`src/rtl/ppio_pkg.sv`:
```
// Package for the parallel port controller.
// Holds the register address codes, the layout of the stored
// configuration word and its reset value.
// Assumption: the control word is always a byte, whatever the port width.
package ppio_pkg;

    typedef enum logic [1:0] {
        ADR_A   = 2'd0,
        ADR_B   = 2'd1,
        ADR_C   = 2'd2,
        ADR_CTL = 2'd3
    } ppio_addr_e;

    // Stored configuration, packed so that it lines up with control bits 6:0.
    typedef struct packed {
        logic [1:0] mode_a;   // bits 6:5, mode of group A and upper C
        logic       a_in;     // bit 4, port A is input
        logic       cu_in;    // bit 3, upper C nibble is input
        logic       b_mode;   // bit 2, mode of port B
        logic       b_in;     // bit 1, port B is input
        logic       cl_in;    // bit 0, lower C nibble is input
    } ppio_cfg_t;

    // Reset configuration: mode 0 everywhere, every group an input.
    localparam ppio_cfg_t CFG_RESET = '{mode_a: 2'b00, a_in: 1'b1, cu_in: 1'b1,
                                        b_mode: 1'b0, b_in: 1'b1, cl_in: 1'b1};

endpackage

```
`src/rtl/ppio_bus_sync.sv`:
```
// Bus write detector.
// Samples the write strobe on the clock and raises a one-cycle pulse on the
// first edge at which write is seen high after being low, qualified by chip
// select still being low at that edge.
// Assumption: the host holds addr and data stable through the rising strobe.
module ppio_bus_sync (
    input  logic clk,
    input  logic rst_n,
    input  logic cs_n,
    input  logic wr_n,
    output logic wr_pulse
);

    logic wr_n_q;

    // Remember the strobe level seen at the previous clock edge.
    always_ff @(posedge clk) begin
        if (!rst_n) wr_n_q <= 1'b1;
        else        wr_n_q <= wr_n;
    end

    // A capture happens when the strobe rises while the chip is selected.
    always_comb wr_pulse = wr_n && !wr_n_q && !cs_n;

endmodule

```
`src/rtl/ppio_cfg_reg.sv`:
```
// Configuration register.
// Splits a captured control-address write into a mode definition (bit 7 set)
// or a single-bit command (bit 7 clear). Only a mode definition updates the
// stored configuration.
// Assumption: wr_pulse lasts one cycle per host write.
module ppio_cfg_reg
    import ppio_pkg::*;
#(
    parameter int DATA_W = 8
) (
    input  logic              clk,
    input  logic              rst_n,
    input  logic              wr_pulse,
    input  logic [1:0]        wr_addr,
    input  logic [DATA_W-1:0] wr_data,
    output ppio_cfg_t         cfg,
    output logic              mode_def,
    output logic              bit_cmd
);

    logic ctl_hit;

    // Classify the kind of control write being made.
    always_comb begin
        ctl_hit  = wr_pulse && (wr_addr == ADR_CTL);
        mode_def = ctl_hit && wr_data[7];
        bit_cmd  = ctl_hit && !wr_data[7];
    end

    // Store the configuration on a mode definition write.
    always_ff @(posedge clk) begin
        if (!rst_n)        cfg <= CFG_RESET;
        else if (mode_def) cfg <= ppio_cfg_t'(wr_data[6:0]);
    end

endmodule

```
`src/rtl/ppio_port_latch.sv`:
```
// Output latch for one port.
// It is loaded by a write to its own address and cleared by a mode
// definition. When BIT_CMD_EN is set, it also obeys the single-bit command
// (data bits SEL_W:1 pick the bit, data bit 0 gives the value).
// Assumption: only one of clear, bit command and write occurs per cycle.
module ppio_port_latch
    import ppio_pkg::*;
#(
    parameter int         PORT_W     = 8,
    parameter logic [1:0] MY_ADDR    = 2'd0,
    parameter bit         BIT_CMD_EN = 1'b0
) (
    input  logic              clk,
    input  logic              rst_n,
    input  logic              wr_pulse,
    input  logic [1:0]        wr_addr,
    input  logic [PORT_W-1:0] wr_data,
    input  logic              clr_all,
    input  logic              bit_cmd,
    output logic [PORT_W-1:0] lat
);

    localparam int SEL_W = $clog2(PORT_W);

    logic              own_wr;
    logic [PORT_W-1:0] bit_mask;
    logic              bit_go;

    // Decode a direct write to this port's own address.
    always_comb own_wr = wr_pulse && (wr_addr == MY_ADDR);

    generate
        if (BIT_CMD_EN) begin : g_bitcmd
            logic [SEL_W-1:0] sel;
            // Turn the command's bit index into a one-hot mask.
            always_comb begin
                sel      = wr_data[SEL_W:1];
                bit_mask = '0;
                bit_mask[sel] = 1'b1;
                bit_go   = bit_cmd;
            end
        end else begin : g_nobit
            // This port has no single-bit access.
            always_comb begin
                bit_mask = '0;
                bit_go   = 1'b0;
            end
        end
    endgenerate

    // Update the latch: a clear wins, then the bit command, then a plain write.
    always_ff @(posedge clk) begin
        if (!rst_n)       lat <= '0;
        else if (clr_all) lat <= '0;
        else if (bit_go)  lat <= wr_data[0] ? (lat | bit_mask) : (lat & ~bit_mask);
        else if (own_wr)  lat <= wr_data;
    end

endmodule

```
`src/rtl/ppio_ctrl.sv`:
```
// Programmable parallel port controller, top level.
// Three ports, with port C split into two nibble groups, a configuration
// register, pin direction control and a host read multiplexer.
// Assumption: PORT_W is 8 so that the fixed control word layout fits.
module ppio_ctrl
    import ppio_pkg::*;
#(
    parameter int PORT_W = 8
) (
    input  logic              clk,
    input  logic              rst_n,
    input  logic              cs_n,
    input  logic              rd_n,
    input  logic              wr_n,
    input  logic [1:0]        addr,
    input  logic [PORT_W-1:0] din,
    output logic [PORT_W-1:0] dout,
    output logic              dout_oe,
    input  logic [PORT_W-1:0] pa_in,
    output logic [PORT_W-1:0] pa_out,
    output logic [PORT_W-1:0] pa_oe,
    input  logic [PORT_W-1:0] pb_in,
    output logic [PORT_W-1:0] pb_out,
    output logic [PORT_W-1:0] pb_oe,
    input  logic [PORT_W-1:0] pc_in,
    output logic [PORT_W-1:0] pc_out,
    output logic [PORT_W-1:0] pc_oe
);

    localparam int NIB_W = PORT_W / 2;

    logic      wr_pulse;
    logic      mode_def;
    logic      bit_cmd;
    ppio_cfg_t cfg;

    ppio_bus_sync u_sync (
        .clk      (clk),
        .rst_n    (rst_n),
        .cs_n     (cs_n),
        .wr_n     (wr_n),
        .wr_pulse (wr_pulse)
    );

    ppio_cfg_reg #(.DATA_W(PORT_W)) u_cfg (
        .clk      (clk),
        .rst_n    (rst_n),
        .wr_pulse (wr_pulse),
        .wr_addr  (addr),
        .wr_data  (din),
        .cfg      (cfg),
        .mode_def (mode_def),
        .bit_cmd  (bit_cmd)
    );

    ppio_port_latch #(.PORT_W(PORT_W), .MY_ADDR(ADR_A), .BIT_CMD_EN(1'b0)) u_lat_a (
        .clk(clk), .rst_n(rst_n), .wr_pulse(wr_pulse), .wr_addr(addr), .wr_data(din),
        .clr_all(mode_def), .bit_cmd(bit_cmd), .lat(pa_out)
    );

    ppio_port_latch #(.PORT_W(PORT_W), .MY_ADDR(ADR_B), .BIT_CMD_EN(1'b0)) u_lat_b (
        .clk(clk), .rst_n(rst_n), .wr_pulse(wr_pulse), .wr_addr(addr), .wr_data(din),
        .clr_all(mode_def), .bit_cmd(bit_cmd), .lat(pb_out)
    );

    ppio_port_latch #(.PORT_W(PORT_W), .MY_ADDR(ADR_C), .BIT_CMD_EN(1'b1)) u_lat_c (
        .clk(clk), .rst_n(rst_n), .wr_pulse(wr_pulse), .wr_addr(addr), .wr_data(din),
        .clr_all(mode_def), .bit_cmd(bit_cmd), .lat(pc_out)
    );

    // Drive the pin enables from the stored group directions.
    always_comb begin
        pa_oe = {PORT_W{~cfg.a_in}};
        pb_oe = {PORT_W{~cfg.b_in}};
        pc_oe = {{NIB_W{~cfg.cu_in}}, {NIB_W{~cfg.cl_in}}};
    end

    // Host read mux: pins for input groups, latches for output groups.
    always_comb begin
        dout_oe = !cs_n && !rd_n;
        dout    = '0;
        if (dout_oe) begin
            unique case (addr)
                ADR_A:   dout = cfg.a_in ? pa_in : pa_out;
                ADR_B:   dout = cfg.b_in ? pb_in : pb_out;
                ADR_C:   dout = {cfg.cu_in ? pc_in[PORT_W-1:NIB_W] : pc_out[PORT_W-1:NIB_W],
                                 cfg.cl_in ? pc_in[NIB_W-1:0]      : pc_out[NIB_W-1:0]};
                default: dout = PORT_W'({1'b1, cfg});
            endcase
        end
    end

endmodule

```
`config.mk`:
```
export PLATFORM = sky130hd
export DESIGN_NAME = ppio_ctrl
export DESIGN_NICKNAME = d
export VERILOG_FILES = /design/src/rtl/ppio_pkg.sv /design/src/rtl/ppio_bus_sync.sv /design/src/rtl/ppio_cfg_reg.sv /design/src/rtl/ppio_port_latch.sv /design/src/rtl/ppio_ctrl.sv
export SDC_FILE = /design/constraint.sdc
export NUM_CORES = 1
export LEC_CHECK = 0
export BUFFER_PORTS_ARGS = -buffer_cell sky130_fd_sc_hd__buf_2
export CAP_MARGIN = 20
export CELL_PAD_IN_SITES_DETAIL_PLACEMENT = 0
export CELL_PAD_IN_SITES_GLOBAL_PLACEMENT = 1
export CORE_AREA = 2 2 95 70
export DETAILED_ROUTE_END_ITERATION = 16
export DIE_AREA = 0 0 97 72
export GPL_TIMING_DRIVEN = 0
export PLACE_DENSITY_LB_ADDON = 0.08
export SETUP_SLACK_MARGIN = 0.3
export SYNTH_ARGS = -nofsm -noshare
export SYNTH_HDL_FRONTEND = slang
export SYNTH_SLANG_ARGS = --single-unit
```
`constraint.sdc`:
```
create_clock -name clk -period 3.2 [get_ports clk]
set_clock_uncertainty 0.15 [all_clocks]
set_input_delay 0.64 -clock clk [delete_from_list [all_inputs] [get_ports clk]]
set_output_delay 0.64 -clock clk [all_outputs]
set_load 0.005 [all_outputs]
```
Word-level counts from Yosys, hierarchy flattened
Cells that the tools add are included.
{"block": "totals", "register_bits": 32, "input_bits": 39, "output_inout_bits": 57, "wordCells": 51}
{"block": "classes", "magnitude_cmp": 2, "n_eq_ne": 3, "n_mux": 11, "n_bitwise": 8, "n_reduce_logical": 17}
{"operator": "$mux W8", "count": 6}
{"operator": "$pmux W8 S3", "count": 1}
{"operator": "$logic_and A1 B1 Y1", "count": 10}
{"operator": "$and A8 B8 Y8", "count": 1}
{"operator": "$mux W4", "count": 2}
{"operator": "$not A8 Y8", "count": 1}
{"operator": "$or A8 B8 Y8", "count": 1}
{"operator": "$not A1 Y1", "count": 5}
{"operator": "$eq A2 B2 Y1 const B", "count": 2}
{"operator": "$logic_not A1 Y1", "count": 4}
{"operator": "$lt A3 B4 Y1 const B", "count": 1}
{"operator": "$demux W1 S3", "count": 1}
{"operator": "$ge A3 B1 Y1 const B", "count": 1}
{"operator": "$eq A2 B1 Y1 const B", "count": 1}
{"operator": "$logic_not A2 Y1", "count": 1}
{"operator": "$reduce_bool A2 Y1", "count": 1}
{"operator": "$reduce_or A2 Y1", "count": 1}
{"operator": "$mux W1", "count": 1}

Depth between registers and ports, before layout
{"block": "depth", "ltp_word": 8, "depth_mapped": 6, "depth_no_buf": 4}

Cells and area by module
A second synthesis with hierarchy kept.
{"block": "unflattened", "hier_cells": 264, "area_unflattened_um2": 2377.3}
{"mod": "ppio_port_latch (u_lat_a ...)", "n_inst": 2, "cells_per_inst": 37, "area_per_inst_um2": 400.4, "seq_area_each_um2": 160.2}
{"mod": "ppio_ctrl", "n_inst": 1, "cells_per_inst": 90, "area_per_inst_um2": 679.4, "seq_area_each_um2": 0.0}
{"mod": "ppio_port_latch (u_lat_c)", "n_inst": 1, "cells_per_inst": 64, "area_per_inst_um2": 539.3, "seq_area_each_um2": 160.2}
{"mod": "ppio_cfg_reg", "n_inst": 1, "cells_per_inst": 33, "area_per_inst_um2": 319.1, "seq_area_each_um2": 140.1}
{"mod": "ppio_bus_sync", "n_inst": 1, "cells_per_inst": 3, "area_per_inst_um2": 38.8, "seq_area_each_um2": 20.0}

Worst setup path before layout
No wires, ideal clock.
{"block": "synth_timing", "kind": "input-to-output", "startpoint": "input port addr[0]", "endpoint": "output port dout[5]", "t_arrival_ns": 1.508, "required_ns": 2.410, "path_slack_ns": 0.902, "stages": 4, "path_buffers": 1, "cell_sequence": "inv_2 > buf_2 > mux4_2 > nor2_1"}
{"block": "synth_between", "elab_chain_len": 3, "elab_cells_between_ends": 5, "cone_classes": "eq/ne (2); mux (2); reduce/logical (1)"}
{"item": "start, declared", "line": "ppio_ctrl.sv:15", "source": "input logic [1:0] addr,"}
{"item": "$eq A2 B2 Y1, or another cell as far along", "line": "ppio_ctrl.sv:83", "source": "unique case (addr)"}
{"item": "$pmux W8 S3 *", "line": "ppio_ctrl.sv:83"}
{"item": "$mux W8 *", "line": "ppio_ctrl.sv:82", "source": "if (dout_oe) begin"}
{"item": "end, declared", "line": "ppio_ctrl.sv:17", "source": "output logic [PORT_W-1:0] dout,"}
Every way passes the cells marked *; elsewhere a longest branch is shown, timed or not.

Worst setup path in the final report
{"block": "layout_timing", "startpoint": "input port addr[1]", "endpoint": "output port dout[6]"}
The elaborated chain is that of the path after synthesis.

==> metrics <==
outcome complete, no violations; worst slew margin relative to its limit 45.4%; proportion of synthesized chip area in sequential cells 30.2%; clock tree from TritonCTS built; fraction of registers with async set or reset after synthesis 0%; starting density of the core 35.2%; minimum clock period after layout 2800 ps; Die Height 72 um; chip width 97 um; EDFF count, synth 0; vias in the first global route 1986; RSZ-0062 raised after global routing false; Netlist cell types 43; deepest level of the CTS H-tree 2; part of the power in combinational logic 16.8%; top area cells in the synthesized netlist sky130_fd_sc_hd__dfxtp_1 30%, sky130_fd_sc_hd__mux2i_1 18%, sky130_fd_sc_hd__buf_4 7.8%, sky130_fd_sc_hd__nor2_1 4.8%, sky130_fd_sc_hd__mux4_2 4.2%; worst endpoint data arrival time 2010 ps; CTS resizes 0; Crit Path Class in -> out; final layout net count 382; post-CTS setup-driven buffer insertion count 0; post-route ant nets 0; cell type with the largest total area after synthesis sky130_fd_sc_hd__dfxtp_1; net switching power 0.000226 W; # Max-Cap Violations 0; total clock sinks 32; hold buffer count at cts 0; critical path startpoint category primary input; buffer type at the clock tree root sky130_fd_sc_hd__clkbuf_8; final period utilization 87.7%; clk slew on worst S/H paths 60 ps; most common cell in the netlist sky130_fd_sc_hd__mux2i_1; worst hold-check slack 369 ps; cell internal pwr 0.000612 W; core area 6040 um^2; leakage dissipation 1.54 nW; total routing resource utilization after global routing 19.9%; Gate Count Post-Synth 241; CP endpoint kind output pin; detailed-route wire length 6830 um; routed via count divided by cell count 5.06; cell with the largest stage delay on the worst path sky130_fd_sc_hd__clkbuf_1; total clock buffers created by CTS 5; IO Count 96; max-slew violations 0; standard-cell row count 24; required time of the critical path 2410 ps; routed len/inst 16.2 um; Overflow after GRT 0; share of power burned in the clock network 34.8%; global-route wire length before repair 10900 um; Hold Path Class reg -> reg; Max Clk Rate 0.357 GHz; IO Port Bufs 95; CTS Buffer Depth 2; number of endpoints failing setup at the final stage 0; series of cell instances along the critical path buf_2, buf_4, clkbuf_1, mux4_2, nor2_1, buf_2; half-perimeter wire length of the detailed placement result 5320 um; post-synthesis to final-layout area growth 30.6%; total via count after detailed routing 2130; total count of hold-check failures in the final report 0; Synth Net Count 280; sequential share of power 48.5%; final core area utilization 46.0%; initial antenna violation count 0; power density of the placed cells 302 nW/um^2; ranking of synthesized cells by instance count 39 x sky130_fd_sc_hd__mux2i_1, 32 x sky130_fd_sc_hd__dfxtp_1, 27 x sky130_fd_sc_hd__nor2_1; flip-flop and latch count after synthesis 32; Cell Area, Synth 2120 um^2; critical path's largest stage delay 470 ps; setup TNS 0 ps; peak supply drop 0.147 mV; Ant. Diodes 0; number of warnings printed during yosys synthesis 0; First-pass DRT Iterations 4; Top cell by count, worst path sky130_fd_sc_hd__buf_2; fill cell instance count of the final layout 610; Least-Margin Pin Slew 813 ps; total DRC errors in the routed layout 0; maximum fanout along the worst path 10; worst path buffer plus inverter count 4; largest net degree at the start of global routing 12; crit-path leading delay family buffers and inverters; switching part of the total 27.0%; worst skew pair latency 280 ps; average cell area after synthesis 8.82 um^2; ratio of cells with drive above 1 in the final layout 44.0%; commonest register cell after synthesis sky130_fd_sc_hd__dfxtp_1; weighted congestion reported at the end of routability-driven placement 0.825; Die Area 6980 um^2; proportion of netlist area held by the largest area contributor 30.2%; first-iteration detailed-routing DRC count 96; reg2reg setup slack 1310 ps
[layout make-up]
cell class              instances  area (um^2)  area share, %
plain buffers                  38          235           8.48
clock buffers                   6         72.6           2.61
clock inverters                 1         5.00          0.180
inverters                      16         60.1           2.16
multi-input cells             155         1190           42.8
flip-flops and latches         32          641           23.1
well taps                      78         97.6           3.52
repair buffers                 95          475           17.1
[worst paths after layout]
kind / end / depth (start not counted) / start
worst max-delay path: dout[6] / 6 / addr[1]
worst min-delay path: u_lat_a.lat[4]$_SDFFE_PP0P_ / 2 / u_lat_a.lat[4]$_SDFFE_PP0P_
worst max register to register: flop / 5 / u_sync.wr_n_q$_SDFF_PN1_
worst min register to register: u_lat_a.lat[4]$_SDFFE_PP0P_ / 2 / u_lat_a.lat[4]$_SDFFE_PP0P_
[worst reg2reg max path: cells and delay by family, from the launching register on]
kind / cells / cell delay, ps
AOI/OAI and AO/OA: 3 / 740
and+or+nand+nor: 1 / 240
buffers and inverters: 1 / 380
DFF: 1 / 320
[stage by stage]
| step | area, um^2 | worst slack [ps] | std cells | total power (W) |
|---|---|---|---|---|
| floorplan | 2120 | 902 | 241 | 0.000490 |
| global placement | 2700 | 455 | 414 | 0.000555 |
| detailed placement | 2700 | 429 | 414 | 0.000555 |
| CTS | 2780 | 418 | 421 | 0.000846 |
| global route | 2780 | 324 | 421 | 0.000880 |
| finish | 2780 | 395 | 421 | 0.000838 |
[cells by family after synthesis]
kind of cell,share of synthesized area [%]
flip-flops,30.2
AO/OA/AOI/OAI,18.9
buffers and inverters,13.9
multiplexers,23.1
AND/OR/NAND/NOR,13.9
[placed cells by master, fill, tap and decap left out, drive strengths merged, types with 2 or more instances in the layout]
cell type | Yosys | final
buf | 30 | 125
nor2 | 27 | 27
o21ai | 3 | 3
nand2 | 11 | 11
mux2i | 39 | 39
clkbuf | 8 | 14
nor2b | 2 | 2
a211oi | 6 | 6
and2 | 2 | 2
a21oi | 17 | 17
o311ai | 6 | 6
o31ai | 2 | 2
nand3 | 3 | 3
a311oi | 2 | 2
mux4 | 4 | 4
a21o | 3 | 3
inv | 16 | 16
nand2b | 3 | 3
dfxtp | 32 | 32
a211o | 2 | 2
o211ai | 8 | 8
nor4 | 2 | 2
[power groups by stage]
| stage | clock (W) | sequential (W) | combinational (W) |
|---|---|---|---|
| finish | 0.000291 | 0.000406 | 0.000140 |
| detailed placement | 0 | 0.000415 | 0.000140 |
| global placement | 0 | 0.000415 | 0.000141 |
| CTS | 0.000299 | 0.000406 | 0.000141 |
| floorplan | 0 | 0.000415 | 0.0000752 |
| global route | 0.000318 | 0.000406 | 0.000156 |
[metal layers]
metal / vias up / share of wire (%) / global-route usage [%]
li1: 1042 / - / -
met1: 1006 / 50 / 29.6
met2: 77 / 42 / 28.9
met3: 5 / 7.3 / 4.82
met4: 0 / 0.86 / 4.85
met5: - / 0 / 0
No activity file was read; power rests on OpenSTA's default activity.
